`src/rtl/cfg_stream_pkg.sv`:
```
package cfg_stream_pkg;

  typedef enum logic [1:0] {
    PH_RUN  = 2'd0,
    PH_TAIL = 2'd1,
    PH_IDLE = 2'd2
  } phase_e;

  // width needed to hold values 0..n
  function automatic int span_bits(input int n);
    return (n < 1) ? 1 : $clog2(n + 1);
  endfunction

  // last count of the high half of a divided clock
  function automatic int high_last(input int div);
    return div / 2 - 1;
  endfunction

endpackage

```
`src/rtl/cfg_dclk_gen.sv`:
```
module cfg_dclk_gen #(
  parameter int DIV = 4
) (
  input  logic clk,
  input  logic rst_n,
  input  logic run,
  output logic dclk
);
  import cfg_stream_pkg::*;

  localparam int DW = $clog2(DIV);
  localparam logic [DW-1:0] LAST = DW'(DIV - 1);
  localparam logic [DW-1:0] HLAST = DW'(high_last(DIV));

  logic [DW-1:0] cnt;

  function automatic logic [DW-1:0] step_cnt(input logic [DW-1:0] c);
    return (c == LAST) ? '0 : c + 1'b1;
  endfunction

  always_ff @(posedge clk or negedge rst_n) begin
    if (!rst_n) begin
      cnt  <= '0;
      dclk <= 1'b0;
    end else if (!run) begin
      cnt  <= '0;
      dclk <= 1'b0;
    end else begin
      cnt <= step_cnt(cnt);
      if (cnt == LAST)       dclk <= 1'b1;
      else if (cnt == HLAST) dclk <= 1'b0;
    end
  end

  assert_rise_on_wrap_R6: assert property (@(posedge clk) disable iff (!rst_n)
    $rose(dclk) |-> (cnt == '0));
  assert_fall_mid_R6: assert property (@(posedge clk) disable iff (!rst_n)
    ($fell(dclk) && $past(run)) |-> (cnt == HLAST + 1'b1));
endmodule

```
`src/rtl/cfg_bit_store.sv`:
```
module cfg_bit_store #(
  parameter int DEPTH = 32
) (
  input  logic                     clk,
  input  logic                     ld_we,
  input  logic [$clog2(DEPTH)-1:0] ld_addr,
  input  logic                     ld_bit,
  input  logic [$clog2(DEPTH)-1:0] rd_addr,
  output logic                     rd_bit
);
  logic [DEPTH-1:0] bits;

  always_ff @(posedge clk) begin
    if (ld_we) bits[ld_addr] <= ld_bit;
  end

  assign rd_bit = bits[rd_addr];
endmodule

```
`src/rtl/cfg_bit_ctr.sv`:
```
module cfg_bit_ctr #(
  parameter int DEPTH = 32
) (
  input  logic                                      clk,
  input  logic                                      rst_n,
  input  logic                                      clr,
  input  logic                                      edge_hit,
  input  logic                                      sel,
  output logic [cfg_stream_pkg::span_bits(DEPTH)-1:0] addr,
  output logic                                      full
);
  import cfg_stream_pkg::*;

  localparam int CW = span_bits(DEPTH);
  localparam logic [CW-1:0] END = CW'(DEPTH);

  function automatic logic reached_end(input logic [CW-1:0] a);
    return a == END;
  endfunction

  assign full = reached_end(addr);

  always_ff @(posedge clk or negedge rst_n) begin
    if (!rst_n)                      addr <= '0;
    else if (clr)                    addr <= '0;
    else if (edge_hit && sel && !full) addr <= addr + 1'b1;
  end

  assert_step_one_R4: assert property (@(posedge clk) disable iff (!rst_n)
    (addr != $past(addr)) |-> (addr == $past(addr) + 1'b1 || addr == '0));
  assert_frozen_full_R5: assert property (@(posedge clk) disable iff (!rst_n)
    ($past(full) && !$past(clr)) |-> $stable(addr));
  assert_hold_deselect_R3: assert property (@(posedge clk) disable iff (!rst_n)
    (!$past(sel) && !$past(clr)) |-> $stable(addr));
endmodule

```
`src/rtl/cfg_stream_seq.sv`:
```
module cfg_stream_seq #(
  parameter int DEPTH        = 32,
  parameter int CLK_DIV      = 4,
  parameter int TAIL_CLKS    = 16,
  parameter int DONE_TIMEOUT = 64
) (
  input  logic                     clk,
  input  logic                     rst_n,
  input  logic                     oe_rst_n,
  input  logic                     cs_n,
  input  logic                     dclk_in,
  output logic                     dclk_out,
  output logic                     dclk_oe,
  output logic                     data_out,
  output logic                     data_oe,
  output logic                     casc_n,
  output logic                     err,
  input  logic                     ld_we,
  input  logic [$clog2(DEPTH)-1:0] ld_addr,
  input  logic                     ld_bit
);
  import cfg_stream_pkg::*;

  localparam int AW = $clog2(DEPTH);
  localparam int CW = span_bits(DEPTH);
  localparam int TW = span_bits(TAIL_CLKS);
  localparam int WW = span_bits(DONE_TIMEOUT);
  localparam logic [TW-1:0] TAIL_END = TW'(TAIL_CLKS);
  localparam logic [WW-1:0] WAIT_LAST = WW'(DONE_TIMEOUT - 1);

  logic          is_master;
  phase_e        phase;
  logic [TW-1:0] tail_cnt;
  logic [WW-1:0] wait_cnt;
  logic          dclk_q;
  logic          gen_dclk;
  logic          gen_run;
  logic          dclk_src;
  logic          dclk_rise;
  logic [CW-1:0] bit_addr;
  logic          img_full;
  logic          cur_bit;

  assign gen_run   = is_master && oe_rst_n && (phase != PH_IDLE);
  assign dclk_src  = is_master ? gen_dclk : dclk_in;
  assign dclk_rise = dclk_src && !dclk_q;

  cfg_dclk_gen #(.DIV(CLK_DIV)) u_gen (
    .clk(clk), .rst_n(rst_n), .run(gen_run), .dclk(gen_dclk)
  );

  cfg_bit_ctr #(.DEPTH(DEPTH)) u_ctr (
    .clk(clk), .rst_n(rst_n), .clr(!oe_rst_n), .edge_hit(dclk_rise),
    .sel(!cs_n), .addr(bit_addr), .full(img_full)
  );

  cfg_bit_store #(.DEPTH(DEPTH)) u_store (
    .clk(clk), .ld_we(ld_we), .ld_addr(ld_addr), .ld_bit(ld_bit),
    .rd_addr(bit_addr[AW-1:0]), .rd_bit(cur_bit)
  );

  always_ff @(posedge clk or negedge rst_n) begin
    if (!rst_n) begin
      is_master <= 1'b0;
      phase     <= PH_RUN;
      tail_cnt  <= '0;
      wait_cnt  <= '0;
      err       <= 1'b0;
      dclk_q    <= 1'b0;
    end else begin
      dclk_q <= dclk_src;
      if (!oe_rst_n) begin
        is_master <= !cs_n;
        phase     <= PH_RUN;
        tail_cnt  <= '0;
        wait_cnt  <= '0;
        err       <= 1'b0;
      end else if (is_master) begin
        unique case (phase)
          PH_RUN: begin
            if (cs_n && !img_full) begin
              err   <= 1'b1;
              phase <= PH_IDLE;
            end else if (cs_n) begin
              phase <= PH_TAIL;
            end else if (img_full && dclk_rise) begin
              wait_cnt <= wait_cnt + 1'b1;
              if (wait_cnt == WAIT_LAST) begin
                err   <= 1'b1;
                phase <= PH_IDLE;
              end
            end
          end
          PH_TAIL: begin
            if (dclk_rise)                                tail_cnt <= tail_cnt + 1'b1;
            else if (tail_cnt == TAIL_END && !gen_dclk)   phase    <= PH_IDLE;
          end
          default: ;
        endcase
      end
    end
  end

  assign dclk_out = gen_dclk;
  assign dclk_oe  = is_master;
  assign data_oe  = oe_rst_n && !cs_n && !img_full;
  assign data_out = data_oe && cur_bit;
  assign casc_n   = !img_full;

  assert_reset_clears_R1: assert property (@(posedge clk) disable iff (!rst_n)
    !$past(oe_rst_n) |-> (bit_addr == '0 && !err && !gen_dclk));
  assert_idle_silent_R7: assert property (@(posedge clk) disable iff (!rst_n)
    (phase == PH_IDLE && $past(phase == PH_IDLE)) |-> !gen_dclk);
  assert_tail_bound_R7: assert property (@(posedge clk) disable iff (!rst_n)
    tail_cnt <= TAIL_END);
  assert_err_sticky_R8: assert property (@(posedge clk) disable iff (!rst_n)
    ($past(err) && $past(oe_rst_n)) |-> err);
  assert_follower_quiet_R2: assert property (@(posedge clk) disable iff (!rst_n)
    !is_master |-> (!gen_dclk && !err));
endmodule

```
`config.mk`:
```
export PLATFORM = sky130hd
export DESIGN_NAME = cfg_stream_seq
export DESIGN_NICKNAME = d
export VERILOG_FILES = /design/src/rtl/cfg_stream_pkg.sv /design/src/rtl/cfg_dclk_gen.sv /design/src/rtl/cfg_bit_store.sv /design/src/rtl/cfg_bit_ctr.sv /design/src/rtl/cfg_stream_seq.sv
export SDC_FILE = /design/constraint.sdc
export NUM_CORES = 1
export LEC_CHECK = 0
export BUFFER_PORTS_ARGS = -buffer_cell sky130_fd_sc_hd__buf_2
export CORE_MARGIN = 2
export CORE_UTILIZATION = 65
export DETAILED_ROUTE_END_ITERATION = 10
export PLACE_DENSITY = 0.88
export SLEW_MARGIN = 20
export SYNTH_ARGS = -nofsm -noshare
export SYNTH_HDL_FRONTEND = slang
export SYNTH_HIERARCHICAL = 1
export SYNTH_SLANG_ARGS = --single-unit
export TNS_END_PERCENT = 30
```
`constraint.sdc`:
```
create_clock -name clk -period 3 [get_ports clk]
set_clock_uncertainty 0.15 [all_clocks]
set_input_delay 0.3 -clock clk [delete_from_list [all_inputs] [get_ports clk]]
set_output_delay 0.3 -clock clk [all_outputs]
set_load 0.005 [all_outputs]
```
== After elaboration in Yosys (flattened, before gate mapping) ==
Cells that the tools add are included.
Widths: inputs -> output; s select.

* $add $sub $neg: 4
* Order comparisons: 3
* Equality and inequality tests: 24
* Mux-type cells: 39
* Reduce and logical (&&, ||, !) cells: 21

{| class="wikitable"
|+ Operators with widths
! kind !! number
|-
| $mux 7 || 6
|-
| $bwmux 32 || 1
|-
| $mux 2 || 10
|-
| $mux 5 || 4
|-
| $mux 1 || 13
|-
| $logic_and 1x1->1 || 12
|-
| $lt 5x6->1 const B || 2
|-
| $mux 6 || 2
|-
| $ne 2x1->1 const B || 6
|-
| $ne 5x5->1 const B || 2
|-
| $reduce_and 5->1 || 2
|-
| $ne 3x1->1 const B || 3
|-
| $ne 3x3->1 const B || 3
|-
| $add 7x1->7 const B || 1
|-
| $eq 7x6->1 const B || 1
|-
| $add 6x1->6 const B || 1
|-
| $eq 6x6->1 const B || 1
|-
| $ne 2x2->1 const B || 3
|-
| $reduce_and 6->1 || 1
|-
| $add 5x1->5 const B || 1
|-
| $bmux 1 s5 || 1
|-
| $demux 1 s5 || 1
|-
| $eq 5x5->1 const B || 1
|-
| $ge 5x1->1 const B || 1
|-
| other kinds (8) || 12
|}

* Register bits: 58
* Input port bits: 12
* Word-level logic and storage cells: 101

== Longest topological paths before layout ==
Gate-level depths: netlist of the first run.

* Word-level depth: 9
* Depth in mapped cells: 8

== Cells and area by module ==
The synthesis of the first run kept the hierarchy.

{| class="wikitable"
|+ By module, submodules not included
! module !! times used !! cells an instance !! area each (µm²) !! seq. area each (µm²)
|-
| cfg_bit_store || 1 || 119 || 1497.7 || 960.9
|-
| cfg_stream_seq || 1 || 96 || 942.2 || 425.4
|-
| cfg_bit_ctr || 1 || 39 || 356.6 || 150.1
|-
| cfg_dclk_gen || 1 || 10 || 138.9 || 75.1
|}

== Worst setup path before layout of the first run ==
OpenSTA, ideal clock, no wires.

* Kind: register -> register
* From: register u_ctr/addr[4] in the netlist's numbering
* To: register phase[1]
* Arrival: 1.774 ns
* Required time: 2.749 ns
* Setup slack: 0.976 ns
* Stages on the path, launching flop included: 7
* Buffers on the path: 0
* Clock period less this slack: 2.024 ns
* Cells stage by stage: dfrtp_1 -> or3_4 -> nor2_1 -> inv_1 -> nor4_2 -> a31oi_1 -> o311ai_2

* Longest elaborated chain between the ends: 7

{| class="wikitable"
|+ RTL lines
! element !! RTL line !! text
|-
| from (decl) || cfg_bit_ctr.sv:9 || <nowiki>output logic [cfg_stream_pkg::span_bits(DEPTH)-1:0] addr,</nowiki>
|-
| from (signal assigned) || cfg_bit_ctr.sv:26 || <nowiki>else if (edge_hit && sel && !full) addr <= addr + 1'b1;</nowiki>
|-
| $eq 6x6->1 * || cfg_bit_ctr.sv:18 || <nowiki>return a == END;</nowiki>
|-
| net img_full || cfg_stream_seq.sv:41 || <nowiki>logic img_full;</nowiki>
|-
| $logic_not 1->1 * || - ||
|-
| net casc_n || cfg_stream_seq.sv:16 || <nowiki>output logic casc_n,</nowiki>
|-
| $logic_and 1x1->1 * || cfg_stream_seq.sv:81 || <nowiki>if (cs_n && !img_full) begin</nowiki>
|-
| $mux 2 || cfg_stream_seq.sv:81 ||
|-
| $pmux 2 s2 || cfg_stream_seq.sv:79 || <nowiki>unique case (phase)</nowiki>
|-
| $mux 2 || cfg_stream_seq.sv:78 || <nowiki>end else if (is_master) begin</nowiki>
|-
| $mux 2 || cfg_stream_seq.sv:72 || <nowiki>if (!oe_rst_n) begin</nowiki>
|-
| to (signal assigned) || cfg_stream_seq.sv:74 || <nowiki>phase <= PH_RUN;</nowiki>
|-
| to (signal assigned) || cfg_stream_seq.sv:83 || <nowiki>phase <= PH_IDLE;</nowiki>
|-
| to (signal assigned) || cfg_stream_seq.sv:85 || <nowiki>phase <= PH_TAIL;</nowiki>
|-
| to (decl) || cfg_stream_seq.sv:32 || <nowiki>phase_e phase;</nowiki>
|}

The timed path passes the listed nets; every way through them passes the cells marked *. The select of a mux whose other input is x is not followed.
A chain may end at the register's enable or synchronous reset.

== Worst setup path in the final report of the first run ==
* From: register u_ctr/addr[1] in the netlist's numbering
* To: output data_out

{| class="wikitable"
|+ RTL lines
! element !! RTL line !! text
|-
| $bmux 1 s5 || cfg_bit_store.sv:17 || <nowiki>assign rd_bit = bits[rd_addr];</nowiki>
|-
| $mux 1 (implied by the code) || cfg_bit_store.sv:17 ||
|-
| net cur_bit || cfg_stream_seq.sv:42 || <nowiki>logic cur_bit;</nowiki>
|-
| $logic_and 1x1->1 || cfg_stream_seq.sv:107 || <nowiki>assign data_out = data_oe && cur_bit;</nowiki>
|-
| to (decl) || cfg_stream_seq.sv:14 || <nowiki>output logic data_out,</nowiki>
|}

The timed path passes the listed nets, and every way through them passes these cells. The select of a mux whose other input is x is not followed.

==> results of run 1 <==
power breakdown:
| group | internal [uW] | switching (uW) | total (uW) |
|---|---|---|---|
| Combinational | 29.0 | 58.2 | 87.2 |
| Sequential | 855 | 9.50 | 864 |
| Clock | 315 | 282 | 597 |
layout by cell type, fill, tap and decap left out, drive strengths merged, types with 5 or more instances in the layout:
cell type / n
dfrtp: 26
o21ai: 6
inv: 12
ha: 7
or3: 6
a21oi: 10
xor2: 9
nand3b: 5
nand2: 16
buf: 18
clkbuf: 12
mux2i: 17
edfxtp: 32
nor2: 47
nand4: 8
nand3: 13
and2: 7
layout make-up:
class	count	area, um2	share of cell area (%)
clock buffer	12	145	4.52
clock inverter	4	18.8	0.585
inverter	12	45.0	1.40
multi-input combinational	188	1220	38.1
sequential	58	1610	50.2
tap	52	65.1	2.03
timing repair buffer	19	103	3.20
cell families (layout without fill, tap and decap cells):
logic type | Yosys count | in the layout | share of synthesized area [%]
simple gates | 123 | 123 | 22.8
fa+ha+maj | 7 | 7 | 2.98
buf+inv | 18 | 47 | 3.50
flops | 58 | 58 | 54.9
compound gates | 31 | 31 | 7.03
mux | 17 | 17 | 5.80
xor+xnor | 10 | 10 | 2.98
sequential cells by signal (all words and copies together) (netlist names), 2 cells and up:
signal and flops:
phase 2, wait_cnt 7, u_ctr/addr 6, u_store/bits 32
u_gen/cnt 2, tail_cnt 5
critical path: cells and delay by family (launching register included):
kind,cells,cell delay (ps)
compound gates,3,480
simple gates,2,250
buf+inv,2,420
flops,1,350
mux,1,250
layer usage:
layer | up-vias | global-route usage [%]
met5 | - | 0
met4 | 0 | 9.01
met3 | 10 | 7.41
met2 | 54 | 37.4
met1 | 964 | 27.5
li1 | 1005 | -
metrics by stage:
| stage | power (uW) | util (%) | hold slack [ps] |
|---|---|---|---|
| 6_report | 1550 | 73.7 | 87.0 |
| 5_1_grt | 1600 | 73.7 | 101 |
| 4_1_cts | 1560 | 73.7 | 68.8 |
| 3_5_place_dp | 966 | 69.7 | 184 |
| 3_3_place_gp | 963 | 69.7 | 174 |
| 2_1_floorplan | 924 | - | -146 |
worst paths after layout:
kind | start | cells after the start | slack (ps) | end
max in group asynchronous | rst_n | 2 | 1960 | u_ctr/addr[1]$_DFFE_PN0P_
worst min register to register | u_gen/cnt[0]$_DFF_PN0_ | 1 | 320 | u_gen/cnt[0]$_DFF_PN0_
worst max-delay path | u_ctr/addr[1]$_DFFE_PN0P_ | 8 | 460 | data_out
min in group asynchronous | rst_n | 2 | 360 | tail_cnt[0]$_DFFE_PN0P_
worst min-delay path | oe_rst_n | 2 | 90 | dclk_oe$_DFFE_PN0N_
worst max register to register | u_ctr/addr[0]$_DFFE_PN0P_ | 8 | 770 | wait_cnt[5]$_DFFE_PN0P_
==> results.txt, run 1 <==
----------------------------------------------------
[Status]
  Outcome ... complete, no violations

[CTS]
  Number of gates resized after cts ... 0
  Clock buffers created by TritonCTS ... 9
  Post-CTS Setup Bufs ... 0
  H-tree depth reported by CTS ... 3
  Clock slew at the register clock pins of the worst setup and hold paths ... 70 ps
  Sinks on Clock Net ... 58
  Clock root buffer ... clkbuf_8
  Hold bufs inserted after CTS ... 1
  Clock buffer depth ... 2
  Clock tree from TritonCTS ... done
  Clock latency on the worst-skew pair ... 330 ps

[Die]
  Row Count ... 24
  Top-level port count ... 18
  Die Outline Area ... 5070 um2
  Width of the die ... 71.2 um
  Overall die height ... 71.2 um
  Starting Density ... 67.4%
  Core Area ... 4350 um2

[Global route]
  First-pass GRT wire length ... 8.74 mm
  Overall track demand over capacity in global routing ... 22.6%
  Grt total ovfl ... 0
  Number of antenna violations at the first check in global routing ... 0
  Vias in the first global route ... 1944
  Maximum number of pins on one net before global-route repair ... 33

[Yosys]
  Post-synthesis net count ... 283
  Post-Syn Instances ... 264
  Area fraction of the dominant cell type after synthesis ... 32.7%
  Synthesized flop and latch total ... 58
  Count of distinct cell types in the synthesized netlist ... 45
  Asr flop ratio synth ... 44.8%
  Most instantiated flip-flop cell in the synthesis netlist ... edfxtp_1
  Most area-consuming cells after synthesis ... edfxtp_1, dfrtp_1, nor2_1
  Number of flops mapped to enable cells by yosys ... 32
  Fraction of the yosys area taken by sequential cells ... 54.9%
  Biggest area consumer among synthesized cells ... edfxtp_1
  Number of warnings reported in the yosys synthesis log ... 6
  Top post-synthesis cells by count ... nor2_1, edfxtp_1, dfrtp_1, mux2i_1, nand2_1
  Post-synthesis instance area ... 2940 um2
  Syn Area/Cell ... 11.1 um2
  Top-count cell post-synth ... nor2_1

[STA]
  Slew Limit Headroom ... 55.4%
  Final number of max-transition violations ... 0
  FMAX ... 394 MHz
  Worst Tran Pin Value ... 668 ps
  Final count of hold timing violations ... 0
  Setup-failing EPs final ... 0
  Setup repair after global routing missed its margin ... no
  Crit path time final ... 2540 ps
  Setup TNS ... 0 ps
  Post-route clock period utilization ... 84.6%
  Final Worst Setup Slack ... 462 ps

[Finish]
  Layout overhead on the synthesized area ... 9.34%
  Final instance area ... 3210 um2
  Filler cell count ... 282
  Antenna diode instance count ... 0
  Total number of nets in the final design ... 307
  Fraction of final layout cells with drive strength greater than 1 ... 14.3%
  Layout Cells excl Fill ... 345

[Power and ir drop]
  Standby leakage power ... 0.00119 uW
  Power per standard cell area ... 483 nW/um2
  Maximum VDD drop ... 0.450 mV

[Setup path]
  Critical-path top delay cell ... dfrtp_1
  Crit path cell chain ... buf_4 > mux2i_1 > a22oi_1 > nand4b_1 > a21oi_1 > a311o_1 > and2_1 > buf_2
  Required time of the critical path ... 2550 ps
  Worst Setup End Kind ... output port
  Critical path class ... reg2out
  Highest cell delay on the worst timing path ... 350 ps
  Sort of element at the start of the critical path ... flip-flop
  CP Data Arrival Time ... 2090 ps
  Maximum fanout count along the critical path ... 19

[Detailed routing]
  Drc violations ... 0
  Ratio of routed vias to standard cells ... 5.89
  ANT nets after route ... 0
  Post-Route M1 WL ... 2.33 mm
  DR WL met3 ... 251 um
  Detailed-router iteration count before antenna repair ... 4
  Highest metal layer with signal wires ... met4
  Overall routed net length ... 5.39 mm
  Met2 routed wirelength ... 2.72 mm
  Drt initial violations ... 150
  Routed wire length per instance ... 15.6 um
  Via Count ... 2033

[Placement]
  Worst slack after detailed placement ... 791 ps
  Post-Place Cell Area ... 3040 um2
  Cell count after placement ... 328
  Count of input and output buffers ... 17
  RD Place Congestion ... 0.855
  HPWL Detailed ... 3.64 mm

[Hold path]
  Kind of path behind the tightest hold check ... in2reg

[Flow run]
  Maximum capacitance violations ... 0

----------------------------------------------------
Power figures use the tool's default switching activity.
==> inputs of run 2 (changes only) <==
- CORE_UTILIZATION: 65 -> 54
- PLACE_DENSITY: 0.88 -> 0.79
- clock period: 3 -> 2.2 ns (I/O delays scaled with it)
==> run 2 against run 1 <==
The flow now finishes with violations (setup timing); cell count rose by 7.8%; power up 47%; core utilization decreased by 8.8 points; critical path type unchanged; largest power group unchanged.
==> results.txt, run 2 (same netlist as run 1, synthesis figures left out) <==
----------------------------------------------------
[Status]
  Outcome ... finished, violations left (was complete, no violations)
  Violations in the final reports ... setup timing

[Power and ir drop]
  Power per standard cell area ... 678 nW/um2 (was 483 nW/um2)
  PnR Total Power ... 2280 uW (was 1550 uW)
  Maximum VDD drop ... 0.476 mV (was 0.450 mV)
  Standby leakage power ... 0.00126 uW (was 0.00119 uW)

[Placement]
  HPWL Detailed ... 3.79 mm (was 3.64 mm)
  Count of input and output buffers ... 17 (unchanged)
  Post-Place Cell Area ... 3110 um2 (was 3040 um2)
  RD Place Congestion ... 0.808 (was 0.855)
  Worst slack after detailed placement ... 104 ps (was 791 ps)

[Detailed routing]
  Highest metal layer with signal wires ... met4 (unchanged)
  Drt initial violations ... 155 (was 150)
  Routed wire length per instance ... 15.5 um (was 15.6 um)
  Met2 routed wirelength ... 2.98 mm (was 2.72 mm)
  ANT nets after route ... 0 (unchanged)
  Drc violations ... 0 (unchanged)
  Via Count ... 2115 (was 2033)
  Ratio of routed vias to standard cells ... 5.69 (was 5.89)
  Post-Route M1 WL ... 2.44 mm (was 2.33 mm)
  DR WL met3 ... 193 um (was 251 um)
  Detailed-router iteration count before antenna repair ... 4 (unchanged)
  Overall routed net length ... 5.75 mm (was 5.39 mm)

[STA]
  FMAX ... 425 MHz
  Crit path time final ... 2350 ps
  Post-route clock period utilization ... 107%
  Worst Tran Pin Value ... 578 ps (was 668 ps)
  Final count of hold timing violations ... 0 (unchanged)
  Setup-failing EPs final ... 1 (was 0)
  Setup TNS ... -154 ps (was 0 ps)
  Final number of max-transition violations ... 0 (unchanged)
  Slew Limit Headroom ... 61.5% (was 55.4%)
  Final Worst Setup Slack ... -154 ps (was 462 ps)
  Setup repair after global routing missed its margin ... yes (was no)

[Die]
  Width of the die ... 77.7 um (was 71.2 um)
  Starting Density ... 56.7% (was 67.4%)
  Row Count ... 26 (was 24)
  Top-level port count ... 18 (unchanged)
  Overall die height ... 77.7 um (was 71.2 um)
  Core Area ... 5170 um2 (was 4350 um2)
  Die Outline Area ... 6040 um2 (was 5070 um2)

[Finish]
  Top flop regs ... u_store/bits x32, wait_cnt x7, u_ctr/addr x6 (unchanged)
  Final instance area ... 3360 um2 (was 3210 um2)
  Filler cell count ... 408 (was 282)
  Commonest cells after routing, fill and taps aside ... nor2_1, edfxtp_1, dfrtp_1, buf_2 (was nor2_1, edfxtp_1, dfrtp_1, mux2i_1, buf_2)
  Most common cell after layout, fill and taps aside ... nor2_1 (unchanged)
  Layout overhead on the synthesized area ... 14.4% (was 9.34%)
  Area taken by flip-flops and latches ... 1610 um2 (about the same)
  Max reg flops ... 32 (unchanged)
  Antenna diode instance count ... 0 (unchanged)
  Total number of nets in the final design ... 316 (was 307)
  Fraction of final layout cells with drive strength greater than 1 ... 19.2% (was 14.3%)
  Area of the multi-input gates ... 1230 um2 (was 1220 um2)
  Register containing the most flip-flops in the final layout ... u_store/bits (unchanged)

[Setup path]
  Sort of element at the start of the critical path ... flip-flop (unchanged)
  Critical-path top delay cell ... dfrtp_2 (was dfrtp_1)
  CP Data Arrival Time ... 1980 ps (was 2090 ps)
  Critical path class ... reg2out (unchanged)
  Startpoint of the worst-slack reg-to-reg timing path ... u_ctr/addr[0]$_DFFE_PN0P_ (unchanged)
  Crit path cell chain ... buf_12 > buf_4 > mux2i_1 > a211oi_1 > a311o_1 > and2_1 > buf_2 (was buf_4 > mux2i_1 > a22oi_1 > nand4b_1 > a21oi_1 > a311o_1 > and2_1 > buf_2)
  Worst path top cell family by delay ... compound AO/OA/AOI/OAI gates (unchanged)
  Required time of the critical path ... 1830 ps (was 2550 ps)
  Sum of buffers and inverters on the critical path ... 3 (was 2)
  Worst Setup End Kind ... output port (unchanged)
  Highest cell delay on the worst timing path ... 440 ps (was 350 ps)
  Crit path from ... u_ctr/addr[1]$_DFFE_PN0P_ (unchanged)
  Maximum fanout count along the critical path ... 11 (was 19)

[CTS]
  Clock latency on the worst-skew pair ... 340 ps (was 330 ps)
  Clock buffer depth ... 2 (unchanged)
  Sinks on Clock Net ... 58 (unchanged)
  Clock slew at the register clock pins of the worst setup and hold paths ... 70 ps (about the same)
  H-tree depth reported by CTS ... 3 (unchanged)
  Clock buffers created by TritonCTS ... 9 (unchanged)
  Clock root buffer ... clkbuf_8 (unchanged)
  Clock tree from TritonCTS ... done (unchanged)

[Global route]
  Grt total ovfl ... 0 (unchanged)
  First-pass GRT wire length ... 9.85 mm (was 8.74 mm)
  Vias in the first global route ... 2170 (was 1944)
  Number of antenna violations at the first check in global routing ... 0 (unchanged)
  Maximum number of pins on one net before global-route repair ... 33 (unchanged)
  Overall track demand over capacity in global routing ... 21.5% (was 22.6%)

[Hold path]
  Kind of path behind the tightest hold check ... in2reg (unchanged)
  Worst Min Path Start ... oe_rst_n (unchanged)

[Flow run]
  Maximum capacitance violations ... 0 (unchanged)

----------------------------------------------------
## run 2: stage by stage
step	hold slack, ps	utilization [%]	instances
after floorplan	-226	-	264
after global placement	101	60.1	351
after detailed placement	113	60.1	351
after CTS	2.47	64.5	370
after global routing	33.4	64.9	372
final	12.7	64.9	372
## run 2: repair_timing
action                                  CTS  global route
hold endpoints to repair                 26             0
hold buffers                              1             0
gates resized for setup                   2             4
buffers inserted                          2             2
gates cloned                              0             0
endpoints found under the setup margin    2             6
## run 2: path summary, 6_finish.rpt
| kind | slack, ps | depth (start not counted) | to |
|---|---|---|---|
| max in group asynchronous | 1230 | 2 | u_ctr/addr[0]$_DFFE_PN0P_ |
| worst min-delay path | 10 | 2 | dclk_oe$_DFFE_PN0N_ |
| worst min register to register | 330 | 1 | u_gen/cnt[0]$_DFF_PN0_ |
| min in group asynchronous | 260 | 2 | wait_cnt[0]$_DFFE_PN0P_ |
| worst max register to register | 140 | 8 | phase[1]$_DFFE_PN0P_ |
| worst max-delay path | -150 | 7 | data_out |
## run 2: report_power, final
part | total [uW] | switching, uW | internal (uW) | leakage, uW
sequential | 1180 | 13.1 | 1170 | 0.000643
combinational | 124 | 80.9 | 43.1 | 0.000510
clock | 974 | 425 | 550 | 0.000103
## run 2: layer usage
| layer | track usage, % | up-vias |
|---|---|---|
| li1 | - | 1019 |
| met1 | 25.3 | 1035 |
| met2 | 35.9 | 46 |
| met3 | 4.88 | 15 |
| met4 | 12.5 | 0 |
| met5 | 0 | - |
## run 2: area by class of cell
cell class                 count  area share [%]
timing repair buffer          28            5.44
multi-input combinational    188            36.7
clock inverter                 5            1.60
clock buffer                  11            4.21
sequential                    58            48.1
tap                           70            2.61
inverter                      12            1.34
